--- src/rtl/seeded_fifo.sv ---
module seeded_fifo #(
  parameter int DATA_W     = 8,
  parameter int DEPTH      = 8,
  parameter int INIT_COUNT = 3,
  parameter logic [DEPTH*DATA_W-1:0] INIT_WORDS = 64'h0000_0000_00C3_B2A1
) (
  input  logic              clk,
  input  logic              rst,
  input  logic [DATA_W-1:0] in_data,
  input  logic              in_valid,
  output logic              in_ready,
  output logic [DATA_W-1:0] out_data,
  output logic              out_valid,
  input  logic              out_ready
);
  localparam int AW = (DEPTH > 1) ? $clog2(DEPTH) : 1;
  localparam int CW = $clog2(DEPTH + 1);
  localparam logic [AW-1:0] INIT_WR  = AW'(INIT_COUNT % DEPTH);
  localparam logic [CW-1:0] INIT_CNT = CW'(INIT_COUNT);
  localparam logic [CW-1:0] FULL_CNT = CW'(DEPTH);

  logic [DATA_W-1:0] mem [DEPTH];
  logic [AW-1:0]     rd_ptr, wr_ptr;
  logic [CW-1:0]     count, count_nxt;
  logic              full_q, empty_q;
  logic              push, pop;

  assign in_ready  = ~full_q;
  assign out_valid = ~empty_q;
  assign out_data  = mem[rd_ptr];
  assign push      = in_valid & ~full_q;
  assign pop       = out_ready & ~empty_q;

  always_comb begin
    case ({push, pop})
      2'b10:   count_nxt = count + 1'b1;
      2'b01:   count_nxt = count - 1'b1;
      default: count_nxt = count;
    endcase
  end

  always_ff @(posedge clk) begin
    if (rst) begin
      for (int i = 0; i < DEPTH; i++)
        mem[i] <= (i < INIT_COUNT) ? INIT_WORDS[i*DATA_W +: DATA_W] : '0;
      rd_ptr  <= '0;
      wr_ptr  <= INIT_WR;
      count   <= INIT_CNT;
      full_q  <= (INIT_COUNT == DEPTH);
      empty_q <= (INIT_COUNT == 0);
    end else begin
      if (push) begin
        mem[wr_ptr] <= in_data;
        wr_ptr      <= wr_ptr + 1'b1;
      end
      if (pop) rd_ptr <= rd_ptr + 1'b1;
      count   <= count_nxt;
      full_q  <= (count_nxt == FULL_CNT);
      empty_q <= (count_nxt == '0);
    end
  end

  a_r3_no_overflow: assert property (@(posedge clk) disable iff (rst)
    count <= FULL_CNT);
  a_r3_full_blocks: assert property (@(posedge clk) disable iff (rst)
    (count == FULL_CNT) |-> !in_ready);
  a_r5_valid_tracks: assert property (@(posedge clk) disable iff (rst)
    out_valid == (count != '0));
  a_r5_head_holds: assert property (@(posedge clk) disable iff (rst)
    (out_valid && !out_ready) |=> (out_valid && $stable(out_data)));
  a_r6_balanced: assert property (@(posedge clk) disable iff (rst)
    (in_valid && in_ready && out_valid && out_ready) |=> (count == $past(count)));
  a_r4_idle: assert property (@(posedge clk) disable iff (rst)
    (!in_valid && !(out_valid && out_ready)) |=> ($stable(count) && $stable(wr_ptr)));
endmodule

--- config.mk ---
export PLATFORM = sky130hd
export DESIGN_NAME = seeded_fifo
export DESIGN_NICKNAME = d
export VERILOG_FILES = /design/src/rtl/seeded_fifo.sv
export SDC_FILE = /design/constraint.sdc
export NUM_CORES = 1
export LEC_CHECK = 0
export BUFFER_PORTS_ARGS = -buffer_cell sky130_fd_sc_hd__buf_2
export CAP_MARGIN = 30
export CELL_PAD_IN_SITES_DETAIL_PLACEMENT = 0
export CELL_PAD_IN_SITES_GLOBAL_PLACEMENT = 1
export CORE_MARGIN = 5
export CORE_UTILIZATION = 33
export CTS_CLUSTER_SIZE = 16
export DETAILED_ROUTE_END_ITERATION = 8
export GPL_TIMING_DRIVEN = 0
export PLACE_DENSITY_LB_ADDON = 0.15
export SYNTH_ARGS = -nofsm -noshare
export SYNTH_HDL_FRONTEND = slang
export SYNTH_SLANG_ARGS = --single-unit
--- constraint.sdc ---
create_clock -name clk -period 2.9 [get_ports clk]
set_clock_uncertainty 0.05 [all_clocks]
set_input_delay 0.29 -clock clk [delete_from_list [all_inputs] [get_ports clk]]
set_output_delay 0.29 -clock clk [all_outputs]
set_load 0.01 [all_outputs]
* Yosys cells after proc, flatten, opt, wreduce, memory -nomap -nowiden *
Memories as Yosys holds them, arrays and structs flattened. A register that Yosys moved wholly into a read port is not among the register bits.
Cells that the tools add are included.

cells by class
  reduce and logical (&&, ||, !) cells = 2
  add/sub/neg operators = 4
  eq/ne operators = 3
  multiplexer cells = 11
  bitwise gates (word level) = 4

operators by type and width
  kind                                                                count
  3-bit 2-to-1 mux                                                    3
  8-bit 2-to-1 mux                                                    1
  4-bit one-hot mux with 2 select lines                               1
  8-bit OR reduction                                                  1
  3-bit by 1-bit adder with 3-bit output, second input constant       2
  1-bit 2-to-1 mux                                                    6
  4-bit by 1-bit adder with 4-bit output, second input constant       1
  4-bit == test, second input constant                                1
  4-bit zero test                                                     1
  4-bit by 1-bit subtractor with 4-bit output, second input constant  1
  1-bit bitwise AND                                                   2
  2-bit by 1-bit == test with 1-bit output, second input constant     1
  2-bit == test, second input constant                                1
  1-bit NOT                                                           2

storage, ports and cells
  input port bits = 12
  memory bits (writable) = 64
  word-level logic and storage cells = 30
  register bits = 12
  output and inout port bits = 10
  memories = 1

memory list
  name  depth  width  rd ports  clocked after Yosys merged registers in  write ports  RTL line  RTL
  mem   8      8      1         1                                        8            22        logic [DATA_W-1:0] mem [DEPTH];

* Longest topological paths before layout *
  word-level depth = 7
  depth in mapped cells = 8
  mapped depth without buffers = 8

* Worst setup path before layout *
OpenSTA, ideal clock, no wires.

  kind = input to register
  start = input port out_ready
  end = register empty_q
  setup time = 79 ps
  cell stages on the path = 8
  data required time = 2771 ps
  slack = 312 ps
  buffers on the path = 0
  arrival = 2459 ps
  path through = nor2b_1 ha_1 xor2_1 ha_1 or3b_4 a21oi_2 or4b_4 a211oi_2

on the way
  word-level cells in the longest chain between the ends = 4
  elaborated cells between the ends (all ways) = 5
  classes of those cells = eq/ne (2); mux (1); bitwise (1); reduce/logical (1)

RTL lines
  item                                                                              RTL line  RTL
  from (decl)                                                                       14        input logic out_ready
  1-bit bitwise AND (*)                                                             32        assign pop = out_ready & ~empty_q;
  2-bit by 1-bit == test with 1-bit output / 2-bit == test (equally long branches)  35        case ({push, pop})
  4-bit one-hot mux with 2 select lines (*)                                         35
  4-bit zero test (*)                                                               59        empty_q <= (count_nxt == '0);
  to (signal assigned)                                                              50        empty_q <= (INIT_COUNT == 0);
  to (signal assigned)                                                              59
  to (decl)                                                                         25        logic full_q, empty_q;

Mark *: on every way between the ends. The rest lies on a longest branch, timed or not.
A chain may end at the register's enable or synchronous reset.

* Final worst setup path *
  start = register full_q
  end = register empty_q

on the way
  word-level cells in the longest chain between the ends = 5
  elaborated cells between the ends (all ways) = 6
  classes of those cells = eq/ne (2); mux (1); bitwise (2); reduce/logical (1)

RTL lines
  item                                                                              RTL line  RTL
  from (decl)                                                                       25
  from (signal assigned)                                                            49        full_q <= (INIT_COUNT == DEPTH);
  from (signal assigned)                                                            58        full_q <= (count_nxt == FULL_CNT);
  1-bit NOT (*)                                                                     31        assign push = in_valid & ~full_q;
  1-bit bitwise AND (*)                                                             31
  2-bit by 1-bit == test with 1-bit output / 2-bit == test (equally long branches)  35
  4-bit one-hot mux with 2 select lines (*)                                         35
  4-bit zero test (*)                                                               59

Marks and branches as above.

==> impl_metrics.csv <==
group,metric,value,unit
power,p_comb_share,20.4,%
floorplanning,fp.dieH,115,um
yosys,synth.distinct_cells,39,
place,port_buffers,21,
floorplanning,fp.dieW,115,um
grt,grt_antenna_before_repair,0,
yosys,synth_most_common_cell,"edfxtp_1",
clock_network,cts_max_level,3,
yosys,syn_area,0.00365,sq mm
yosys,yosys.area_share.simple,18.7,%
yosys,syn_nets,269,
run_status,status,"completed",
power,power_switching,751,uW
setup_path,path_max_fanout,6,
yosys,ys_warn_count,0,
setup_path,start_kind,"flop",
hold_path,hp-start,"in_data[7]",
route,avgViaCountPerCell,4.66,
power,cellLeakagePower,0.00144,uW
yosys,synthAdderAreaFrac,1.72,%
sta,holdWs,0.247,ns
sta,drv_slew,0,
sta,setup_ws,0.228,ns
yosys,synth_cells,252,
final_layout,num-fill-cells,1049,
route,drt-initial-drc-count,71,
floorplanning,coreArea,0.0108,sq mm
route,drt_wl_total,7510,um
grt,overflow,0,
yosys,synth_compound_area_share,2.54,%
floorplanning,die_area,0.0133,sq mm
place,hpwlAfterDp,5070,um
clock_network,cts.sinks,79,
place,dpl_worst_slack,-0.0721,ns
yosys,synth-main-ff-cell,"edfxtp_1",
setup_path,slowest_delay,0.49,ns
yosys,synth_mux_area_share,12.9,%
setup_path,crit_slowest_cell,"or4b_4",
setup_path,reg2reg_depth,8,
setup_path,crit_chain,"nand2b_1 -> ha_2 -> xor2_1 -> ha_1 -> or3b_4 -> a21oi_2 -> or4b_4 -> a211oi_2",
route,wire_per_inst,17.5,um
yosys,synth-seq-cells,79,
final_layout,diodes,0,
floorplanning,ios,22,
place,dpl_cell_area,0.00393,sq mm
final_layout,stdcell_area,0.00412,sq mm
setup_path,required,3.13,ns
yosys,yosysTopAreaCell,"edfxtp_1",
grt,track_usage,12.3,%
route,drtPass1Iterations,4,
route,drtAntennaViolNets,0,
setup_path,crit_arrival,2.90,ns
sta,fmax,374,MHz
yosys,netlist.area_leader.share,52.7,%
power,peakVddDrop,0.000316,V
sta,worst_pin_slew,0.688,ns
setup_path,end_kind,"flop",
power,swShare,27.4,%
setup_path,path_class,"flop to flop",
grt,grt_pass1_vias,2072,
route,vias,1998,
yosys,synth-xor-area-share,1.68,%
sta,slew_headroom,53.9,%
setup_path,critical-path-top-delay-family,"simple AND/OR/NAND/NOR gates",
power,clockPowerShare,29.5,%
hold_path,hold_depth,2,
yosys,synth-seq-area-share,60.9,%
grt,grt_pass1_wl,12000,um
grt,grt_max_degree,14,
sta,hold_viol,0,
sta,fin_crit_sh,92.1,%
setup_path,critPathBufInv,0,
yosys,yosys-top-cells-count,"edfxtp_1 (64), and2_1 (53), mux4_2 (16)",
clock_network,cts_root_buf,"clkbuf_8",
yosys,synth_top_family_by_area,"simple AND/OR/NAND/NOR gates",
yosys,synth_edf_count,64,
clock_network,cts_setup_buffers,0,
power,p_int,1990,uW
power,seq_power_share,50.1,%
setup_path,crit_path_start,"full_q",
clock_network,clk_pin_slew,0.08,ns
floorplanning,rows,38,
clock_network,clk_latency,0.35,ns
yosys,synth_area_leaders,"edfxtp_1 (53%), mux4_2 (9.9%), and2_1 (9.1%)",
setup_path,reg2reg_from,"full_q",
place,place_congestion,0.675,
yosys,async_reset_ff_share,0,%
route,drc,0,
clock_network,cts_tree,"done",
yosys,syn_area_per_cell,14.5,sq um
power,powerDensity,665,mW/mm^2
final_layout,syn2layout_area_growth,13.1,%
hold_path,min_to,"mem[0][7]",
sta,setup_viol,0,
hold_path,hold_class,"input pin to flop",
sta,rsz0062_at_grt,"no",
clock_network,cts_buffers,9,
setup_path,r2r_slack,0.23,ns
sta,min_period,2.67,ns
clock_network,cts.path.max_buffers,2,
floorplanning,start_util,33.6,%
flow_run,cap_violations,0,
final_layout,layout-drive-gt1-share,29.1,%
setup_path,rr_endpoint,"empty_q",
final_layout,final_nets,301,
worst max-delay path by stage:
stage             endpoint  slack (ns)  cells past startpoint
6_report           empty_q        0.23                      8
5_1_grt            empty_q        0.03                      8
4_1_cts        out_data[3]        0.09                      5
3_5_place_dp        full_q       -0.07                      9
3_3_place_gp        full_q       -0.08                      9
2_1_floorplan      empty_q        0.31                      8
cells by family (layout without fill, tap and decap cells):
kind of cell / after synthesis / count (layout)
simple gates: 110 / 110
flops: 79 / 79
mux: 26 / 26
compound gates: 13 / 13
buf+inv: 12 / 49
xor+xnor: 7 / 7
fa+ha+maj: 5 / 5
power groups by stage:
stage	Combinational, uW	Clock (uW)	Sequential [uW]
after global placement	566	0	1400
after global routing	627	894	1390
after detailed placement	569	0	1400
after floorplan	422	0	1380
final	558	809	1370
after CTS	573	835	1380
layer usage:
metal / routed length (um) / global-route usage [%]
met5: 0 / 0
met1: 3580 / 16.2
met4: 109 / 3.21
met3: 231 / 3.47
met2: 3590 / 20.0
stage by stage:
| step | std cells | setup TNS [ns] | power (uW) | util, % |
|---|---|---|---|---|
| 2_1_floorplan | 252 | 0 | 1810 | - |
| 3_3_place_gp | 413 | -0.145 | 1970 | 36.2 |
| 3_5_place_dp | 413 | -0.136 | 1970 | 36.2 |
| 4_1_cts | 429 | 0 | 2780 | 38.0 |
| 5_1_grt | 429 | 0 | 2910 | 38.0 |
| 6_report | 429 | 0 | 2740 | 38.0 |
worst register-to-register path: stages (launching register included):
cell and delay, ns:
dfxtp_1 0.32, nand2b_1 0.25, ha_2 0.28, xor2_1 0.16, ha_1 0.29, or3b_4 0.37, a21oi_2 0.17, or4b_4 0.49
a211oi_2 0.22
repair_timing:
item	in CTS	in global routing
pin swaps	0	0
resized for setup	1	3
setup endpoints to repair	1	2
hold buffers	0	0
placed cells by master, fill, tap and decap left out, types with 2 or more instances in the layout:
cell type | synthesis | routed
and2_1 | 53 | 53
nor3_2 | 2 | 2
nand2_1 | 2 | 2
ha_1 | 5 | 4
a21oi_1 | 4 | 4
nor2_1 | 12 | 12
edfxtp_1 | 64 | 64
clkinvlp_4 | 0 | 2
or2_2 | 8 | 8
inv_1 | 3 | 3
xor2_1 | 5 | 5
or3b_2 | 2 | 2
or3_1 | 5 | 5
buf_2 | 2 | 23
xnor2_1 | 2 | 2
nand2b_1 | 13 | 13
nand3_1 | 2 | 2
nor2b_1 | 3 | 2
dfxtp_1 | 15 | 15
mux4_2 | 16 | 16
mux2_2 | 8 | 8
clkbuf_1 | 4 | 5
and3_1 | 2 | 2
clkbuf_8 | 0 | 9
o21ai_0 | 2 | 2
buf_1 | 2 | 2
mux2i_1 | 2 | 2
final cells by class:
class	count	area, sq um	area share, %
buffer	9	45.0	1.09
clock buffer	11	131	3.19
clock inverter	5	58.8	1.43
inverter	3	11.3	0.273
multi-input combinational	161	1380	33.3
sequential	79	2220	53.9
tap	140	175	4.25
timing repair buffer	21	105	2.55
state kept, by name (all words and copies together), names as in the netlist, named ones only:
| name | flops |
|---|---|
| mem | 64 |
| count | 4 |
| rd_ptr | 3 |
| wr_ptr | 3 |
| empty_q | 1 |
| full_q | 1 |
(Power assumes the default switching activity.)
